[config.mk]
export PLATFORM = sky130hd
export DESIGN_NAME = pps_discipline
export DESIGN_NICKNAME = d
export VERILOG_FILES = /design/src/rtl/pps_pkg.sv /design/src/rtl/pps_tick_div.sv /design/src/rtl/pps_edge_sync.sv /design/src/rtl/pps_lock_ctrl.sv /design/src/rtl/pps_dac_step.sv /design/src/rtl/pps_time_tag.sv /design/src/rtl/pps_discipline.sv
export SDC_FILE = /design/constraint.sdc
export NUM_CORES = 1
export LEC_CHECK = 0
export BUFFER_PORTS_ARGS = -buffer_cell sky130_fd_sc_hd__clkbuf_2
export CAP_MARGIN = 0
export CORE_MARGIN = 2
export CORE_UTILIZATION = 23
export CTS_CLUSTER_DIAMETER = 30
export CTS_CLUSTER_SIZE = 16
export DETAILED_ROUTE_END_ITERATION = 16
export GPL_TIMING_DRIVEN = 0
export HOLD_SLACK_MARGIN = 0.02
export MAX_ROUTING_LAYER = met4
export PLACE_DENSITY_LB_ADDON = 0.25
export SLEW_MARGIN = 20
export SYNTH_ARGS = -nofsm -noshare
export SYNTH_HDL_FRONTEND = slang
export SYNTH_SLANG_ARGS = --single-unit
[constraint.sdc]
create_clock -name clk -period 2.48 [get_ports clk]
set_input_delay 0.496 -clock clk [delete_from_list [all_inputs] [get_ports clk]]
set_output_delay 0.496 -clock clk [all_outputs]
set_load 0.02 [all_outputs]
[src/rtl/pps_pkg.sv]
package pps_pkg;
  typedef enum logic [1:0] {
    LS_ACQUIRE  = 2'd0,
    LS_TRACK    = 2'd1,
    LS_HOLDOVER = 2'd2
  } lock_state_t;
endpackage

[src/rtl/pps_tick_div.sv]
module pps_tick_div #(
  parameter int CLK_DIV = 10
) (
  input  logic clk,
  input  logic rst,
  output logic tick
);
  generate
    if (CLK_DIV <= 1) begin : g_pass
      assign tick = 1'b1;
    end else begin : g_div
      localparam int DW = $clog2(CLK_DIV);
      localparam logic [DW-1:0] LAST = DW'(CLK_DIV - 1);
      logic [DW-1:0] div_q;

      always_ff @(posedge clk) begin
        if (rst) div_q <= '0;
        else if (div_q == LAST) div_q <= '0;
        else div_q <= div_q + 1'b1;
      end

      assign tick = (div_q == LAST);

      // ticks are never back to back when dividing
      assert_tick_spacing_R1: assert property (@(posedge clk) disable iff (rst)
        tick |=> !tick);
    end
  endgenerate
endmodule

[src/rtl/pps_edge_sync.sv]
module pps_edge_sync #(
  parameter int SYNC_STAGES = 2
) (
  input  logic clk,
  input  logic rst,
  input  logic pps_in,
  output logic pps_rise
);
  logic [SYNC_STAGES-1:0] sync_q;
  logic                   prev_q;

  always_ff @(posedge clk) begin
    if (rst) begin
      sync_q <= '0;
      prev_q <= 1'b0;
    end else begin
      sync_q <= {sync_q[SYNC_STAGES-2:0], pps_in};
      prev_q <= sync_q[SYNC_STAGES-1];
    end
  end

  assign pps_rise = sync_q[SYNC_STAGES-1] & ~prev_q;

  // one event per rising edge, never two in a row
  assert_single_edge_R2: assert property (@(posedge clk) disable iff (rst)
    pps_rise |=> !pps_rise);
endmodule

[src/rtl/pps_lock_ctrl.sv]
module pps_lock_ctrl
  import pps_pkg::*;
#(
  parameter int NOMINAL    = 1000000,
  parameter int LOSS_LIMIT = 1500000,
  parameter int CNT_W      = 21
) (
  input  logic             clk,
  input  logic             rst,
  input  logic             tick,
  input  logic             pps_rise,
  output logic             adjust,
  output logic             raise,
  output logic             lower,
  output logic [CNT_W-1:0] interval_q,
  output logic             locked,
  output logic             lost
);
  localparam logic [CNT_W-1:0] NOM_C = CNT_W'(NOMINAL);
  localparam logic [CNT_W-1:0] LIM_C = CNT_W'(LOSS_LIMIT);

  lock_state_t      state_q;
  logic [CNT_W-1:0] count_q;
  logic             timeout;

  assign timeout = (count_q == LIM_C) && !pps_rise;
  assign adjust  = pps_rise && (state_q == LS_TRACK);
  assign raise   = count_q < NOM_C;
  assign lower   = count_q > NOM_C;
  assign locked  = (state_q == LS_TRACK);
  assign lost    = (state_q == LS_HOLDOVER);

  always_ff @(posedge clk) begin
    if (rst) begin
      count_q    <= '0;
      interval_q <= '0;
    end else if (pps_rise) begin
      interval_q <= count_q;
      count_q    <= tick ? CNT_W'(1) : '0;
    end else if (tick && count_q != LIM_C) begin
      count_q <= count_q + 1'b1;
    end
  end

  always_ff @(posedge clk) begin
    if (rst) state_q <= LS_ACQUIRE;
    else begin
      case (state_q)
        LS_ACQUIRE:  if (pps_rise) state_q <= LS_TRACK;
        LS_TRACK:    if (timeout) state_q <= LS_HOLDOVER;
        LS_HOLDOVER: if (pps_rise) state_q <= LS_TRACK;
        default:     state_q <= LS_ACQUIRE;
      endcase
    end
  end

  // the count restarts on every detected pulse
  assert_restart_R5: assert property (@(posedge clk) disable iff (rst)
    pps_rise |=> (count_q <= CNT_W'(1)));
  // loss is only entered from tracking
  assert_loss_entry_R8: assert property (@(posedge clk) disable iff (rst)
    $rose(lost) |-> ($past(state_q) == LS_TRACK));
  // a pulse always leaves holdover
  assert_holdover_exit_R9: assert property (@(posedge clk) disable iff (rst)
    (lost && pps_rise) |=> locked);
endmodule

[src/rtl/pps_dac_step.sv]
module pps_dac_step #(
  parameter int DAC_W    = 16,
  parameter int DAC_INIT = 32768,
  parameter int STEP     = 1
) (
  input  logic             clk,
  input  logic             rst,
  input  logic             adjust,
  input  logic             raise,
  input  logic             lower,
  output logic [DAC_W-1:0] code
);
  localparam logic [DAC_W:0] FULL  = {1'b0, {DAC_W{1'b1}}};
  localparam logic [DAC_W:0] STP_W = (DAC_W+1)'(STEP);

  logic [DAC_W:0] up_sum;
  logic [DAC_W-1:0] up_val, dn_val;

  assign up_sum = {1'b0, code} + STP_W;
  assign up_val = (up_sum > FULL) ? FULL[DAC_W-1:0] : up_sum[DAC_W-1:0];
  assign dn_val = ({1'b0, code} < STP_W) ? '0 : code - STP_W[DAC_W-1:0];

  always_ff @(posedge clk) begin
    if (rst) code <= DAC_W'(DAC_INIT);
    else if (adjust && raise) code <= up_val;
    else if (adjust && lower) code <= dn_val;
  end

  // a short interval never lowers the code
  assert_raise_dir_R3: assert property (@(posedge clk) disable iff (rst)
    (adjust && raise) |=> (code >= $past(code)));
  // a long interval never raises the code
  assert_lower_dir_R4: assert property (@(posedge clk) disable iff (rst)
    (adjust && lower) |=> (code <= $past(code)));
  // code stays at the top rail when pushed further up
  assert_top_rail_R6: assert property (@(posedge clk) disable iff (rst)
    (adjust && raise && code == FULL[DAC_W-1:0]) |=> (code == FULL[DAC_W-1:0]));
  // code stays at zero when pushed further down
  assert_bottom_rail_R6: assert property (@(posedge clk) disable iff (rst)
    (adjust && lower && code == '0) |=> (code == '0));
endmodule

[src/rtl/pps_time_tag.sv]
module pps_time_tag #(
  parameter int TAG_W = 32
) (
  input  logic             clk,
  input  logic             rst,
  input  logic             tick,
  input  logic             buffer_done,
  output logic [TAG_W-1:0] now,
  output logic [TAG_W-1:0] tag,
  output logic             tag_valid
);
  always_ff @(posedge clk) begin
    if (rst) now <= '0;
    else if (tick) now <= now + 1'b1;
  end

  always_ff @(posedge clk) begin
    if (rst) begin
      tag       <= '0;
      tag_valid <= 1'b0;
    end else begin
      tag_valid <= buffer_done;
      if (buffer_done) tag <= now;
    end
  end

  // the tag equals the time seen in the request cycle
  assert_tag_capture_R10: assert property (@(posedge clk) disable iff (rst)
    buffer_done |=> (tag_valid && tag == $past(now)));
  // time only moves forward by one tick at a time
  assert_time_step_R11: assert property (@(posedge clk) disable iff (rst)
    !tick |=> $stable(now));
endmodule

[src/rtl/pps_discipline.sv]
module pps_discipline #(
  parameter int CLK_DIV     = 10,
  parameter int NOMINAL     = 1000000,
  parameter int DAC_W       = 16,
  parameter int DAC_INIT    = 32768,
  parameter int STEP        = 1,
  parameter int TAG_W       = 32,
  parameter int SYNC_STAGES = 2,
  localparam int LOSS_LIMIT = NOMINAL + NOMINAL / 2,
  localparam int CNT_W      = $clog2(LOSS_LIMIT + 1)
) (
  input  logic             clk,
  input  logic             rst,
  input  logic             pps_in,
  input  logic             buffer_done,
  output logic [DAC_W-1:0] dac_code,
  output logic             locked,
  output logic             lock_lost,
  output logic [CNT_W-1:0] interval_us,
  output logic [TAG_W-1:0] us_now,
  output logic [TAG_W-1:0] tag_out,
  output logic             tag_valid
);
  logic tick, pps_rise, adjust, raise, lower;

  pps_tick_div #(.CLK_DIV(CLK_DIV)) u_div (
    .clk(clk), .rst(rst), .tick(tick));

  pps_edge_sync #(.SYNC_STAGES(SYNC_STAGES)) u_sync (
    .clk(clk), .rst(rst), .pps_in(pps_in), .pps_rise(pps_rise));

  pps_lock_ctrl #(.NOMINAL(NOMINAL), .LOSS_LIMIT(LOSS_LIMIT), .CNT_W(CNT_W)) u_ctrl (
    .clk(clk), .rst(rst), .tick(tick), .pps_rise(pps_rise),
    .adjust(adjust), .raise(raise), .lower(lower),
    .interval_q(interval_us), .locked(locked), .lost(lock_lost));

  pps_dac_step #(.DAC_W(DAC_W), .DAC_INIT(DAC_INIT), .STEP(STEP)) u_dac (
    .clk(clk), .rst(rst), .adjust(adjust), .raise(raise), .lower(lower),
    .code(dac_code));

  pps_time_tag #(.TAG_W(TAG_W)) u_tag (
    .clk(clk), .rst(rst), .tick(tick), .buffer_done(buffer_done),
    .now(us_now), .tag(tag_out), .tag_valid(tag_valid));

  // the code is frozen while the reference is lost
  assert_freeze_R8: assert property (@(posedge clk) disable iff (rst)
    lock_lost |=> $stable(dac_code));
  // a pulse seen while not tracking never moves the code
  assert_first_edge_R7: assert property (@(posedge clk) disable iff (rst)
    (pps_rise && !locked) |=> $stable(dac_code));
  // lost and locked are never both set
  assert_flags_R8: assert property (@(posedge clk) disable iff (rst)
    $onehot0({locked, lock_lost}));
endmodule

==> key figures, run 1 <==
Outcome
  • Run status: completed

Route
  • Number of DRC markers in iteration 0: about 230
  • Vias per std cell: 4.57
  • Avg WL per Cell: approximately 14 µm
  • DR vias: approximately 5600
  • DR pass1 iterations: 4
  • DR DRC count: 0
  • Antenna viol nets, final: 0
  • Routed wire length: 17600 µm

Timing
  • Period utilization: 96.1%
  • Slew Limit Fails: 0
  • Worst Skew: 0.0113 ns
  • Setup Viol. Count Final: 0
  • Max frequency: approximately 0.42 GHz
  • Worst Tran Pin Value: ~0.8 ns
  • Slew margin rel.: 47.6%
  • Crit path time final: between 2 and 2.5 ns
  • Setup slack after layout: 0.0958 ns
  • Final number of hold-violating endpoints: 0

Die
  • Die H: roughly 170 µm
  • Row cnt: 59
  • Core area: 0.0262 mm²
  • I/O pins: about 110
  • Die Area: roughly 0.028 mm²
  • Starting density of the core: between 20% and 30%
  • Die width: 168 µm

Synth
  • #FFs+latches synth: 132
  • Ys async rst share: 0%
  • Post-Syn Area: ~0.0062 mm²
  • Yosys top cell area share: between 40% and 50%
  • Gate count after technology mapping: 740
  • Top cells by area, synth: dfxtp_1, nor2_1, mux2i_1, xor2_1, nand2_1
  • EDFF count, synth: 0
  • Post-synth cell types: 62
  • Sequential share of the synthesized area: around 43%
  • Predominant post-synthesis flop cell: dfxtp_1
  • Yosys warnings: 0
  • Net Count, Synth: 752
  • Avg Cell Area, Syn: 8.34 µm²
  • Area leader, netlist: dfxtp_1

Power
  • Sequential share of power: between 40% and 50%
  • PwrDens: between 600 and 700 mW/mm²
  • Switching power: roughly 0.0013 W
  • Worst VDD drop: between 0.0002 and 0.0003 V
  • Pleak: 3.14 nW
  • Clock power share: 52.5%
  • Sw Ratio: ~25%
  • Combinational share of power: around 5.4%
  • Internal Pwr Total: 0.00384 W

Place
  • DP Wirelength: 12700 µm
  • Dpl ws: -0.428 ns
  • Gpl congestion: between 0.8 and 0.9
  • IO Port Bufs: 105

Final layout
  • Fin util: between 30% and 40%
  • Leading cell type in the layout, fill and taps excluded: dfxtp_1
  • Layout area overhead: 27.8%
  • Register area: between 0.002 and 0.003 mm²
  • Most frequent cells in the layout: dfxtp_1, nor2_1, clkbuf_2, nand2_1, a21oi_1
  • Share of layout cells above drive strength 1: between 20% and 30%
  • Layout Nets: around 880
  • Area of the multi-input gates: around 0.0033 mm²
  • Fillers: between 2000 and 3000

Global route
  • GR Layer Usage met3: under 10%
  • GRT busiest layer: met2
  • Met1 usage: between 10% and 20%
  • Initial antenna violation count: 1
  • Vias in the first global route: ~5300
  • Largest net degree at the start of global routing: 17
  • Gr ovfl total: 0
  • GR Layer Usage met2: between 20% and 30%
  • GR Util All Layers: about an eighth
  • First-pass GRT wire length: between 20000 and 30000 µm

Clocking
  • Root buffer cell: clkbuf_16
  • H-tree depth reported by CTS: 4
  • CTS clk-pin slew, worst paths: 0.06 ns
  • Clock Latency Late Sink: around 0.43 ns
  • CTS tree: done
  • Max Root-Sink Buffers: 2
  • CTS sink count: between 100 and 150
  • Inserted Clock Buffers: 17

Setup path
  • CP max stage delay: ~0.38 ns
  • Max FO, Critical Path: 10
  • CP max stage cell: dfxtp_2
  • Critical path arrival: between 2 and 3 ns
  • Most used cell, CP: buf_6
  • Worst r2r src: u_dac.code[1]
  • Top cell family by delay on the critical path: simple AND/OR/NAND/NOR gates
  • Crit Path Category: flip-flop to flip-flop
  • Worst Path Buf+Inv: 3
  • Critical path required time: about 2.8 ns
  • Startpoint Class: flip-flop
  • Reg2reg path depth: 11
  • Worst r2r dst: u_dac.code[2]
  • Cell Chain, Critical Path: buf_6 > inv_1 > ha_4 > nor4bb_4 > nand4_1 > nor3_1 > o2111ai_1 > o21ai_2 > buf_6 > o21ai_1 > a31oi_1
  • FF-to-FF setup slack: approximately 0.096 ns
  • CP endpoint kind: flip-flop

Hold path
  • Hold Path End: u_sync.sync_q[0]
  • Worst hold path depth: 2
  • Worst min path class: input port to flip-flop
  • Hold_sp: pps_in

Run
  • Maxcap violations: 0
[state kept, by name (all words and copies together) (netlist names)]
signal	cells
u_ctrl.count_q	21
u_ctrl.interval_q	21
u_ctrl.state_q	2
u_dac.code	16
u_div.g_div.div_q	4
u_sync.prev_q	1
u_sync.sync_q	2
u_tag.now	32
u_tag.tag	32
u_tag.tag_valid	1
[Yosys cell counts (3+ instances only)]
master	number
dfxtp_1	132
nor2_1	110
nand2_1	82
a21oi_1	46
xor2_1	37
mux2i_1	34
clkbuf_1	31
nand3_1	29
nand4_1	21
o21ai_0	20
inv_1	19
xnor2_1	17
nor3_1	15
or3_1	14
a31oi_1	10
buf_2	10
nor2b_1	9
and3_1	8
ha_1	8
and4_1	6
buf_1	6
o21ai_1	5
o31ai_1	5
a211oi_1	4
and2_1	4
nand2b_1	4
a21o_1	3
and3b_1	3
nand3b_1	3
nor4_1	3
o221ai_1	3
[power by group through the flow]
stage / clock, W / combinational (W) / sequential, W
finish: 0.00268 / 0.000275 / 0.00215
floorplan: 0 / 0.000189 / 0.00220
CTS: 0.00278 / 0.000272 / 0.00215
detailed placement: 0 / 0.000270 / 0.00220
global placement: 0 / 0.000271 / 0.00220
global route: 0.00287 / 0.000302 / 0.00215
[worst max path at each step]
stage	depth (start not counted)	startpoint	to	slack [ns]
after floorplan	10	u_dac.code[0]	u_dac.code[3]	0.17
after global placement	10	u_dac.code[0]	u_dac.code[3]	-0.49
after detailed placement	10	u_dac.code[0]	u_dac.code[3]	-0.43
after CTS	11	u_dac.code[0]	u_dac.code[3]	-0.03
after global routing	11	u_dac.code[1]	u_dac.code[3]	-0.02
final	11	u_dac.code[1]	u_dac.code[2]	0.1
[worst reg2reg max path: cells and delay by family (launching register included)]
family,cells,cell delay [ns]
AND/OR/NAND/NOR,3,0.63
buffers and inverters,3,0.40
flip-flops,1,0.38
adder cells (fa/ha/maj),1,0.28
AO/OA/AOI/OAI,4,0.62
[what timing repair did]
| action | CTS | global route |
|---|---|---|
| buffers inserted | 3 | 3 |
| hold buffers | 0 | 0 |
| pin swaps | 2 | 5 |
| endpoints found under the setup margin | 13 | 36 |
| gates resized for setup | 8 | 22 |
[metrics by stage]
stage	total power [W]	cell area, µm²	TNS (ns)	cells	hold slack [ns]
after floorplan	0.00239	6170	0	740	0.414
after global placement	0.00247	7120	-3.27	1180	0.422
after detailed placement	0.00247	7120	-2.64	1180	0.423
after CTS	0.00520	7780	-0.0261	1215	0.263
after global routing	0.00532	7890	-0.0539	1218	0.280
final	0.00510	7890	0	1218	0.286
[layer usage]
layer  part of all wire, %  routed length [µm]  up-vias
met3                   5.0                 884       16
met5                     0                   0        -
li1                      -                   -     2823
met4                   1.4                 248        0
met1                    48                8410     2610
met2                    46                8090      112
[logic make-up after synthesis]
group                      Yosys count  synth area share, %
buffers and inverters               68                 4.40
DFF                                132                 42.8
AOI/OAI and AO/OA                  119                 12.5
and+or+nand+nor                    325                 25.5
xor gates and xnor gates            54                 7.66
muxes                               34                 5.51
adders and majority gates            8                 1.62
[area by class of cell]
cell class	count	area share, %
multi-input cells	540	42.3
flip-flops and latches	132	33.6
repair buffers	111	7.28
clock buffers	17	5.39
well taps	335	5.31
plain buffers	47	2.73
clock inverters	15	2.46
inverters	20	0.951
diodes	1	0.0317
No activity file was read; power rests on OpenSTA's default activity.
==> inputs of run 2 (changes only) <==
--- a/config.mk
+++ b/config.mk
@@ -5,7 +5,7 @@
 export SDC_FILE = /design/constraint.sdc
 export NUM_CORES = 1
 export LEC_CHECK = 0
-export BUFFER_PORTS_ARGS = -buffer_cell sky130_fd_sc_hd__clkbuf_2
+export BUFFER_PORTS_ARGS = -buffer_cell sky130_fd_sc_hd__buf_2
 export CAP_MARGIN = 0
 export CORE_MARGIN = 2
 export CORE_UTILIZATION = 23
==> constraint.sdc (replaced) <==
create_clock -name clk -period 3 [get_ports clk]
set_input_delay 0.6 -clock clk [delete_from_list [all_inputs] [get_ports clk]]
set_output_delay 0.6 -clock clk [all_outputs]
set_load 0.02 [all_outputs]
==> run 2 against run 1 <==
Global-route usage down 0.17 points; first-iteration DRC count rose by 40%; wire length decreased by 0.66%; final cell count shrank 0.41%; sequential power is 17% lower; clock-buffer cell count unchanged; flip-flop and latch count unchanged; utilization fell by 0.77 points; total power down 21%; via count down 0.92%; critical endpoint is now u_dac.code[4].
==> key figures, run 2 (synthesis gave the netlist of run 1 again) <==
Outcome
  • Run status: completed (unchanged)

Clocking
  • CTS-repair resized insts: 0 (was 8)
  • CTS tree: done (unchanged)
  • Inserted Clock Buffers: 17 (unchanged)
  • Root buffer cell: clkbuf_16 (unchanged)
  • CTS Hold Bufs: 0 (unchanged)
  • CTS clk-pin slew, worst paths: 0.07 ns (was 0.06 ns)
  • Clock Latency Late Sink: 0.42 ns (was 0.43 ns)
  • Setup Buffers After CTS: 0 (was 3)
  • CTS sink count: 132 (unchanged)
  • Max Root-Sink Buffers: 2 (unchanged)
  • H-tree depth reported by CTS: 4 (unchanged)

Setup path
  • Worst r2r dst: u_dac.code[4] (was u_dac.code[2])
  • CP max stage cell: dfxtp_1 (was dfxtp_2)
  • Worst Path Buf+Inv: 2 (was 3)
  • Worst Setup SP: u_dac.code[0] (was u_dac.code[1])
  • Worst r2r src: u_dac.code[0] (was u_dac.code[1])
  • Critical path arrival: 3.11 ns (was 2.73 ns)
  • Crit Path Category: flip-flop to flip-flop (unchanged)
  • Top cell family by delay on the critical path: compound AO/OA/AOI/OAI gates (was simple AND/OR/NAND/NOR gates)
  • CP endpoint kind: flip-flop (unchanged)
  • Max FO, Critical Path: 10 (unchanged)
  • CP max stage delay: 0.46 ns (was 0.38 ns)
  • Cell Chain, Critical Path: clkbuf_2 > inv_1 > ha_1 > nor4bb_1 > nand4_1 > nor3_1 > o2111ai_1 > o21ai_2 > o221ai_1 > o31ai_1 (was buf_6 > inv_1 > ha_4 > nor4bb_4 > nand4_1 > nor3_1 > o2111ai_1 > o21ai_2 > buf_6 > o21ai_1 > a31oi_1)
  • Startpoint Class: flip-flop (unchanged)
  • Reg2reg path depth: 10 (was 11)
  • Critical path required time: 3.32 ns (was 2.82 ns)
  • FF-to-FF setup slack: 0.21 ns (was 0.1 ns)

Die
  • Die H: 168 µm (unchanged)
  • Die Area: 0.0282 mm² (unchanged)
  • Core area: 0.0262 mm² (unchanged)
  • I/O pins: 108 (unchanged)
  • Row cnt: 59 (unchanged)
  • Die width: 168 µm (unchanged)
  • Starting density of the core: 23.6% (unchanged)

Timing
  • Crit path time final: 2.79 ns (was 2.38 ns)
  • Fin Hold WS: 0.389 ns (was 0.286 ns)
  • Worst Skew: 0.0110 ns (was 0.0113 ns)
  • Max frequency: 0.359 GHz (was 0.419 GHz)
  • Setup_tns: 0 ns (unchanged)
  • Final number of hold-violating endpoints: 0 (unchanged)
  • Slew margin rel.: 47.2% (was 47.6%)
  • Slew Limit Fails: 0 (unchanged)
  • Setup slack after layout: 0.211 ns (was 0.0958 ns)
  • RSZ-0062 raised after global routing: false
  • Setup Viol. Count Final: 0 (unchanged)
  • Period utilization: 93.0% (was 96.1%)
  • Worst Tran Pin Value: 0.792 ns (was 0.786 ns)

Place
  • IO Port Bufs: 105 (unchanged)
  • Gpl congestion: 0.819 (about the same)
  • Dpl ws: 0.0861 ns (was -0.428 ns)
  • DP Wirelength: 12600 µm (was 12700 µm)

Final layout
  • Top flop regs: u_tag.now: 32 flops, u_tag.tag: 32 flops (unchanged)
  • Share of layout cells above drive strength 1: 18.1% (was 20.4%)
  • Leading cell type in the layout, fill and taps excluded: dfxtp_1 (unchanged)
  • Area of the multi-input gates: 0.00326 mm² (was 0.00334 mm²)
  • Register area: 0.00264 mm² (was 0.00265 mm²)
  • Layout Nets: 876 (was 881)
  • Fin util: 29.3% (was 30.1%)
  • Most frequent cells in the layout: dfxtp_1, buf_2, nor2_1, nand2_1, a21oi_1 (was dfxtp_1, nor2_1, clkbuf_2, nand2_1, a21oi_1)
  • Fillers: 2825 (was 2815)
  • Layout area overhead: 24.6% (was 27.8%)

Power
  • Internal Pwr Total: 0.00294 W (was 0.00384 W)
  • Switching power: 0.00109 W (was 0.00126 W)
  • Clock power share: 50.3% (was 52.5%)
  • Worst VDD drop: 0.000210 V (was 0.000267 V)
  • Pleak: 3.16 nW (was 3.14 nW)
  • Sw Ratio: 27.0% (was 24.7%)
  • Sequential share of power: 44.2% (was 42.2%)
  • Combinational share of power: 5.5% (was 5.4%)
  • PwrDens: 523 mW/mm² (was 647 mW/mm²)

Global route
  • GR Util All Layers: 13.0% (was 13.1%)
  • Vias in the first global route: 5192 (was 5282)
  • Gr ovfl total: 0 (unchanged)
  • Initial antenna violation count: 1 (unchanged)
  • First-pass GRT wire length: 28300 µm (was 28700 µm)
  • Largest net degree at the start of global routing: 17 (unchanged)

Route
  • DR pass1 iterations: 5 (was 4)
  • DR DRC count: 0 (unchanged)
  • DR vias: 5510 (was 5561)
  • Antenna viol nets, final: 0 (unchanged)
  • Vias per std cell: 4.54 (was 4.57)
  • Avg WL per Cell: 14.4 µm (was 14.5 µm)
  • Routed wire length: 17500 µm (was 17600 µm)
  • Number of DRC markers in iteration 0: 323 (was 231)

Run
  • Maxcap violations: 0 (unchanged)

Hold path
  • Hold_sp: pps_in (unchanged)
  • Worst min path class: input port to flip-flop (unchanged)
  • Hold Path End: u_sync.sync_q[0] (unchanged)
  • Worst hold path depth: 2 (unchanged)
## run 2: cell types whose count changed in the layout (fill, tap and decap cells not counted), moves of 2 or more
cell / before / now
buf_2: 9 / 115
clkbuf_2: 106 / 1
buf_4: 6 / 1
bufinv_16: 3 / 0
buf_6: 2 / 0
clkbuf_1: 28 / 30
dfxtp_1: 130 / 132
nor2_1: 108 / 110
nor2_4: 2 / 0
## run 2: worst max-delay path by stage
stage,cells after the start,to,slack (ns)
6_report,10,u_dac.code[4],0.21
5_1_grt,10,u_dac.code[4],0.06
4_1_cts,10,u_dac.code[4],0.05
3_5_place_dp,10,u_dac.code[4],0.09
3_3_place_gp,10,u_dac.code[4],0.05
2_1_floorplan,10,u_dac.code[3],0.69
## run 2: stage by stage
step,total power [W],cells,cell area [µm²]
floorplan,0.00198,740,6170
global placement,0.00204,1180,7120
detailed placement,0.00204,1180,7120
CTS,0.00409,1212,7690
global route,0.00420,1213,7690
finish,0.00402,1213,7690
## run 2: final cells by class
cell class                      instances  area share, %
Multi-Input combinational cell        540           42.4
Sequential cell                       132           34.4
Timing Repair Buffer                  105           6.83
Clock buffer                           17           5.53
Tap cell                              335           5.45
Buffer                                 48           2.57
Clock inverter                         15           1.85
Inverter                               20          0.976
Antenna cell                            1         0.0325
## run 2: layer usage
layer	up-vias	GRT usage (%)	wire length (µm)
li1	2813	-	-
met1	2539	17.0	8600
met2	137	19.5	7660
met3	21	3.22	940
met4	0	4.46	324
met5	-	-	0
## run 2: power by group through the flow
stage	combinational [W]	clock [W]	sequential (W)
2_1_floorplan	0.000156	0	0.00182
5_1_grt	0.000248	0.00217	0.00178
4_1_cts	0.000225	0.00209	0.00178
3_5_place_dp	0.000222	0	0.00182
6_report	0.000222	0.00203	0.00178
3_3_place_gp	0.000224	0	0.00182
## run 2: worst register-to-register path, cell delays in order (launching register included)
cell,delay (ns)
dfxtp_1,0.46
clkbuf_2,0.30
inv_1,0.12
ha_1,0.33
nor4bb_1,0.30
nand4_1,0.17
nor3_1,0.17
o2111ai_1,0.18
o21ai_2,0.38
o221ai_1,0.16
o31ai_1,0.12
